<file path="config.mk">
export PLATFORM = sky130hd
export DESIGN_NAME = sram_host_merge
export DESIGN_NICKNAME = d
export VERILOG_FILES = /design/src/rtl/sram_merge_pkg.sv /design/src/rtl/bank_sel_decoder.sv /design/src/rtl/host_lane.sv /design/src/rtl/read_release.sv /design/src/rtl/sram_host_merge.sv
export SDC_FILE = /design/constraint.sdc
export NUM_CORES = 1
export LEC_CHECK = 0
export CAP_MARGIN = 20
export CORE_AREA = 3 3 623 625
export CTS_CLUSTER_DIAMETER = 30
export CTS_CLUSTER_SIZE = 20
export DETAILED_ROUTE_END_ITERATION = 6
export DIE_AREA = 0 0 626 628
export SLEW_MARGIN = 5
export SYNTH_ARGS = -nofsm -noshare
export SYNTH_HDL_FRONTEND = slang
export SYNTH_SLANG_ARGS = --single-unit
</file>
<file path="constraint.sdc">
create_clock -name clk -period 1.2 [get_ports clk]
set_input_delay 0.18 -clock clk [delete_from_list [all_inputs] [get_ports clk]]
set_output_delay 0.18 -clock clk [all_outputs]
set_load 0.02 [all_outputs]
</file>
<file path="src/rtl/sram_merge_pkg.sv">
package sram_merge_pkg;
   localparam int ST_MEM_EN  = 1;
   localparam int ST_RD_REQ  = 2;
   localparam int ST_MIN_W   = 3;
endpackage

</file>
<file path="src/rtl/bank_sel_decoder.sv">
module bank_sel_decoder #(
   parameter int NUM_BANKS = 4,
   parameter int HOST_AW   = 32
) (
   input  logic [HOST_AW-1:0]   host_addr,
   output logic [NUM_BANKS-1:0] sel
);
   localparam int SEL_W = $clog2(NUM_BANKS);
   localparam int SEL_HI = HOST_AW - 2;

   if (NUM_BANKS < 2) begin : g_bad_banks
      $error("bank_sel_decoder: NUM_BANKS must be at least 2");
   end
   if (SEL_HI + 1 < SEL_W) begin : g_bad_aw
      $error("bank_sel_decoder: host address too narrow for bank field");
   end

   logic [SEL_W-1:0] field;
   logic             unused_addr;

   assign field       = host_addr[SEL_HI -: SEL_W];
   assign unused_addr = ^host_addr;

   for (genvar b = 0; b < NUM_BANKS; b++) begin : g_sel
      assign sel[b] = (field == SEL_W'(b));
   end
endmodule

</file>
<file path="src/rtl/host_lane.sv">
module host_lane #(
   parameter int IN_W    = 32,
   parameter int OUT_W   = 20,
   parameter bit IS_ADDR = 1'b1,
   parameter bit HAS_DP  = 1'b1
) (
   input  logic             clk,
   input  logic             rst,
   input  logic             en,
   input  logic [IN_W-1:0]  host_in,
   input  logic [OUT_W-1:0] dp_in,
   output logic [OUT_W-1:0] sram_out
);
   if (IN_W < 1 || OUT_W < 2) begin : g_bad_w
      $error("host_lane: widths out of range");
   end

   logic [OUT_W-1:0] sized;
   logic [OUT_W-1:0] gated;
   logic [OUT_W-1:0] host_q;

   if (IN_W > OUT_W) begin : g_narrow
      if (IS_ADDR) begin : g_addr
         logic unused_hi;
         assign unused_hi = ^host_in[IN_W-1:OUT_W-1];
         assign sized = {1'b0, host_in[OUT_W-2:0]};
      end else begin : g_data
         logic unused_hi;
         assign unused_hi = ^host_in[IN_W-1:OUT_W];
         assign sized = host_in[OUT_W-1:0];
      end
   end else if (IN_W < OUT_W) begin : g_widen
      assign sized = {{(OUT_W-IN_W){1'b0}}, host_in};
   end else begin : g_same
      assign sized = host_in;
   end

   assign gated = en ? sized : '0;

   always_ff @(posedge clk) begin
      if (rst) host_q <= '0;
      else     host_q <= gated;
   end

   if (HAS_DP) begin : g_merge
      assign sram_out = host_q | dp_in;
   end else begin : g_alone
      logic unused_dp;
      assign unused_dp = ^dp_in;
      assign sram_out  = host_q;
   end

   AST_LANE_IDLE: assert property (@(posedge clk) disable iff (rst)
      $past(!en && !rst) |-> (sram_out == (HAS_DP ? dp_in : '0)));
endmodule

</file>
<file path="src/rtl/read_release.sv">
module read_release #(
   parameter int DW     = 72,
   parameter int STAGES = 9
) (
   input  logic          clk,
   input  logic          rst,
   input  logic          ren,
   input  logic [DW-1:0] rdata,
   output logic [DW-1:0] host_out
);
   localparam int CNT_W = $clog2(STAGES + 2);

   if (STAGES < 2) begin : g_bad_stages
      $error("read_release: at least two stages required");
   end

   logic [STAGES-1:0] chain;
   logic              release_q;

   always_ff @(posedge clk) begin
      if (rst) chain <= '0;
      else     chain <= {chain[STAGES-2:0], ren};
   end

   assign release_q = chain[STAGES-1];
   assign host_out  = release_q ? rdata : '0;

   logic [CNT_W-1:0] inflight;
   always_ff @(posedge clk) begin
      if (rst) inflight <= '0;
      else     inflight <= inflight + CNT_W'(ren) - CNT_W'(release_q);
   end

   AST_RD_INFLIGHT: assert property (@(posedge clk) disable iff (rst)
      inflight == CNT_W'($countones(chain)));
   AST_RD_SOURCE: assert property (@(posedge clk) disable iff (rst)
      $rose(release_q) |-> $past(chain[STAGES-2]));
endmodule

</file>
<file path="src/rtl/sram_host_merge.sv">
module sram_host_merge
   import sram_merge_pkg::*;
#(
   parameter int NUM_BANKS = 4,
   parameter int HOST_AW   = 32,
   parameter int HOST_DW   = 64,
   parameter int STAT_W    = 8,
   parameter int SRAM_AW   = 20,
   parameter int SRAM_DW   = 72,
   parameter int RD_DELAY  = 8,
   parameter logic [NUM_BANKS-1:0] DP_PORT_MASK = '1
) (
   input  logic                         clk,
   input  logic                         rst,
   input  logic [HOST_AW-1:0]           host_addr,
   input  logic [HOST_DW-1:0]           host_wdata,
   input  logic [STAT_W-1:0]            host_stat,
   input  logic                         dp_done,
   input  logic [NUM_BANKS*SRAM_AW-1:0] dp_addr_wr,
   input  logic [NUM_BANKS*SRAM_DW-1:0] dp_wdata,
   input  logic [NUM_BANKS*SRAM_AW-1:0] dp_addr_rd,
   input  logic [NUM_BANKS-1:0]         dp_we,
   input  logic [NUM_BANKS*SRAM_DW-1:0] sram_rdata,
   output logic [NUM_BANKS*SRAM_AW-1:0] sram_addr_wr,
   output logic [NUM_BANKS*SRAM_DW-1:0] sram_wdata,
   output logic [NUM_BANKS*SRAM_AW-1:0] sram_addr_rd,
   output logic [NUM_BANKS-1:0]         sram_we,
   output logic [NUM_BANKS*SRAM_DW-1:0] host_rdata
);
   localparam int STAGES = RD_DELAY + 1;

   if (STAT_W < ST_MIN_W) begin : g_bad_stat
      $error("sram_host_merge: status word too narrow");
   end
   if (RD_DELAY < 1) begin : g_bad_delay
      $error("sram_host_merge: RD_DELAY must be at least 1");
   end

   logic [NUM_BANKS-1:0] sel;
   logic [NUM_BANKS-1:0] host_wen;
   logic [NUM_BANKS-1:0] host_ren;
   logic [NUM_BANKS-1:0] wen_q;
   logic                 mem_en;
   logic                 rd_req;
   logic                 unused_stat;

   assign mem_en      = host_stat[ST_MEM_EN];
   assign rd_req      = host_stat[ST_RD_REQ];
   assign unused_stat = ^host_stat;

   bank_sel_decoder #(
      .NUM_BANKS (NUM_BANKS),
      .HOST_AW   (HOST_AW)
   ) u_dec (
      .host_addr (host_addr),
      .sel       (sel)
   );

   assign host_wen = sel & {NUM_BANKS{mem_en & dp_done}};
   assign host_ren = sel & {NUM_BANKS{rd_req}};

   always_ff @(posedge clk) begin
      if (rst) wen_q <= '0;
      else     wen_q <= host_wen;
   end

   for (genvar b = 0; b < NUM_BANKS; b++) begin : g_bank
      localparam bit HAS_DP = DP_PORT_MASK[b];

      if (HAS_DP) begin : g_we_merge
         assign sram_we[b] = wen_q[b] | dp_we[b];
      end else begin : g_we_alone
         logic unused_we;
         assign unused_we  = dp_we[b];
         assign sram_we[b] = wen_q[b];
      end

      host_lane #(
         .IN_W (HOST_AW), .OUT_W (SRAM_AW), .IS_ADDR (1'b1), .HAS_DP (HAS_DP)
      ) u_aw (
         .clk      (clk),
         .rst      (rst),
         .en       (host_wen[b]),
         .host_in  (host_addr),
         .dp_in    (dp_addr_wr[b*SRAM_AW +: SRAM_AW]),
         .sram_out (sram_addr_wr[b*SRAM_AW +: SRAM_AW])
      );

      host_lane #(
         .IN_W (HOST_DW), .OUT_W (SRAM_DW), .IS_ADDR (1'b0), .HAS_DP (HAS_DP)
      ) u_dw (
         .clk      (clk),
         .rst      (rst),
         .en       (host_wen[b]),
         .host_in  (host_wdata),
         .dp_in    (dp_wdata[b*SRAM_DW +: SRAM_DW]),
         .sram_out (sram_wdata[b*SRAM_DW +: SRAM_DW])
      );

      host_lane #(
         .IN_W (HOST_AW), .OUT_W (SRAM_AW), .IS_ADDR (1'b1), .HAS_DP (HAS_DP)
      ) u_ar (
         .clk      (clk),
         .rst      (rst),
         .en       (host_ren[b]),
         .host_in  (host_addr),
         .dp_in    (dp_addr_rd[b*SRAM_AW +: SRAM_AW]),
         .sram_out (sram_addr_rd[b*SRAM_AW +: SRAM_AW])
      );

      read_release #(
         .DW     (SRAM_DW),
         .STAGES (STAGES)
      ) u_rd (
         .clk      (clk),
         .rst      (rst),
         .ren      (host_ren[b]),
         .rdata    (sram_rdata[b*SRAM_DW +: SRAM_DW]),
         .host_out (host_rdata[b*SRAM_DW +: SRAM_DW])
      );

      AST_WE_NEEDS_DONE: assert property (@(posedge clk) disable iff (rst)
         (sram_we[b] && !(HAS_DP && dp_we[b])) |-> $past(dp_done && mem_en));
   end

   AST_WE_ONEHOT: assert property (@(posedge clk) disable iff (rst)
      $onehot0(wen_q));
   AST_RESET_CLEAR: assert property (@(posedge clk) disable iff (rst)
      $past(rst) |-> (host_rdata == '0));
endmodule

</file>
==> flow_metrics.tcl, run 1 <==
set metrics [dict create \
    synth_most_common_cell "dfxtp_1" \
    ys_types 15 \
    syn-cell-area_um2 16800 \
    cts_sinks 448 \
    initial_core_util_pct 4.40 \
    drt_first_pass_iters 5 \
    fp.dieW_um 626 \
    clkTransAtPathRegs_ns 0.05 \
    synth_area_per_cell_um2 9.07 \
    cp_max_fo 5 \
    gp_congestion 0.934 \
    synth_edf_count 0 \
    cellPowerDensity_nw_per_um2 1290 \
    post-route-drc-count 0 \
    overflow 0 \
    first_global_vias 21200 \
    synth_async_sr_flop_share_pct 0 \
    hpwl_um 327000 \
    synth_area_leader_cell "dfxtp_1" \
    synth_nets 2705 \
    period_share_pct 170 \
    ys_seq_area_share_pct 53.2 \
    start_kind "flop" \
    row_count 227 \
    critical_path_class "flop to primary output" \
    fin_skew_ns 0.0154 \
    whs_ns 0.0703 \
    core_um2 383000 \
    worst_pin_slew_ns 0.520 \
    period_needed_ns 2.04 \
    grt_start_max_net_pins 45 \
    hold_viol 0 \
    port_buffers 1489 \
    synthCells 1858 \
    vdd_ir_drop_max_mv 0.862 \
    maxCapViolCount 0 \
    synthFlopType "dfxtp_1" \
    ys_seq_elements 448 \
    io_pins 1587 \
    setup_viol 707 \
    avgViaCountPerCell 2.50 \
    vias 22000 \
    grt_pass1_wl_um 401000 \
    worst_slack_ns -0.840 \
    cts_buffer_depth 4 \
    clock_latency_ns 0.78 \
    routedWlPerCell_um 40.3 \
    ant_nets 0 \
    die_height_um 628 \
    drt_iter0_drc 1413 \
    dieArea_um2 393000 \
    slew-limit-headroom_pct 65.3 \
    yosys-top-cells-count "448 x dfxtp_1, 416 x nor2_1, 412 x or2_2, 288 x and2_1, 83 x nand4b_1" \
    yosysWarnings 0 \
    synth_top_area_share_pct 53.2 \
    fin_cells 8817 \
    cts_tree "done" \
    htree_num_levels 4 \
    numCtsBuffers 141 \
    power.leakage_uw 0.0194 \
    status "finished with violations" \
    area_delta_synth_final_pct 206 \
    track_usage_pct 17.3 \
    arrival_ns 1.86 \
    drv_slew 0 \
    antenna_found_initial 299 \
    drive_above_1_share_pct 50.9 \
    worst_hold_path_type "primary input to flop" \
    place_inst 8436 \
    cp-end-kind "primary output" \
    rsz0062_at_grt "true" \
    fin_nets 4409 \
    synth.area.top_cells "dfxtp_1 53%, or2_2 15%, and2_1 11%" \
    fmax_ghz 0.490 \
    violations "negative setup slack" \
    crit_required_ns 1.02 \
    drt-total-wl_um 356000 \
    cts-root-buf "clkbuf_16" \
]
[kinds of logic after synthesis]
group | after synthesis | synth area share (%)
and+or+nand+nor | 1256 | 41.8
buffers and inverters | 154 | 4.95
DFF | 448 | 53.2
[layout make-up]
class	count	area [um^2]
well taps	5038	6300
diodes	108	270
clock inverters	78	1160
flip-flops and latches	448	9020
repair buffers	1715	22200
clock buffers	174	3830
fillers	43000	331000
multi-input cells	1256	8740
[what timing repair did]
item	in CTS	in global routing
cloned	7	14
pin swaps	5	14
resized for setup	559	1106
setup endpoints to repair	700	766
hold buffers	3	0
endpoints found under the hold margin	106	0
setup buffers	13	5
[sequential cells by signal (all words and copies together), names as in the netlist]
| register | cells |
|---|---|
| g_bank.u_rd.chain | 36 |
| g_bank.u_ar.host_q | 76 |
| g_bank.u_aw.host_q | 76 |
| wen_q | 4 |
| g_bank.u_dw.host_q | 256 |
[path summary, 6_finish.rpt]
path / start / end / slack, ns / cells after the start
worst min-delay path: dp_done / g_bank[1].u_aw.host_q[11] / 0.07 / 4
worst max register to register: g_bank[0].u_rd.chain[7] / g_bank[0].u_rd.chain[8] / 0.52 / 2
worst max-delay path: g_bank[3].u_rd.chain[8] / host_rdata[236] / -0.84 / 5
worst min register to register: g_bank[1].u_rd.chain[0] / g_bank[1].u_rd.chain[1] / 0.42 / 1
[worst max-delay path: stages, from the launching register on]
cell and delay [ns]:
dfxtp_4 0.36, buf_8 0.16, buf_6 0.15, and2_4 0.16, buf_12 0.12, buf_12 0.12
[where the power goes]
| group | total (uW) | switching, uW | leakage, uW | internal (uW) |
|---|---|---|---|---|
| combinational | 11700 | 5820 | 0.0134 | 5880 |
| sequential | 15100 | 47.8 | 0.00364 | 15100 |
| clock | 39600 | 12200 | 0.00240 | 27400 |
[layer usage]
| metal | routed length [um] | global-route usage [%] | vias to the layer above |
|---|---|---|---|
| li1 | - | - | 9311 |
| met1 | 129000 | 18.2 | 10400 |
| met2 | 162000 | 28.2 | 1580 |
| met3 | 50700 | 11.1 | 557 |
| met4 | 13700 | 5.27 | 134 |
| met5 | 968 | 0.256 | - |
[metrics by stage]
| step | utilization, % | setup TNS [ns] | power [uW] | setup slack, ns | cell area, um^2 |
|---|---|---|---|---|---|
| after global placement | 11.1 | -318.91 | 26300 | -1.11 | 42600 |
| after floorplan | - | 0 | 17900 | 0.0607 | 16800 |
| after detailed placement | 11.1 | -319.83 | 26200 | -1.11 | 42600 |
| after CTS | 12.7 | -497.63 | 66500 | -0.936 | 48400 |
| after global routing | 13.4 | -438.28 | 68600 | -0.881 | 51400 |
| final | 13.5 | -391.23 | 66400 | -0.840 | 51500 |
[placed cells by master, fill, tap and decap left out]
master | Yosys | routed
and2_4 | 0 | 255
dfxtp_4 | 0 | 6
buf_8 | 0 | 54
clkdlybuf4s50_1 | 0 | 784
or2_4 | 0 | 413
buf_2 | 40 | 1
nor2b_1 | 32 | 32
inv_6 | 0 | 7
buf_16 | 0 | 6
clkinv_16 | 0 | 2
clkbuf_8 | 0 | 18
dfxtp_2 | 0 | 25
nand2b_4 | 0 | 2
clkinv_4 | 0 | 3
inv_8 | 0 | 2
clkbuf_1 | 64 | 15
buf_12 | 0 | 447
diode_2 | 0 | 108
nand4b_1 | 83 | 83
dlygate4sd3_1 | 0 | 2
inv_16 | 0 | 4
clkinv_8 | 0 | 1
buf_6 | 7 | 283
buf_4 | 41 | 128
dlygate4sd2_1 | 0 | 1
dfxtp_1 | 448 | 417
nand2b_1 | 3 | 1
nand3b_1 | 20 | 20
nor2_1 | 416 | 416
and2_1 | 288 | 33
clkbuf_16 | 0 | 150
nand2_4 | 0 | 1
bufinv_16 | 0 | 22
clkinv_2 | 0 | 19
clkinvlp_4 | 0 | 18
No activity file was read; power rests on OpenSTA's default activity.
==> run 2, diff against run 1 <==
- CAP_MARGIN: 20 -> 15
- SLEW_MARGIN: 5 -> unset
==> results of run 2 <==
Final layout, timing and power as in run 1 (identical DEF).
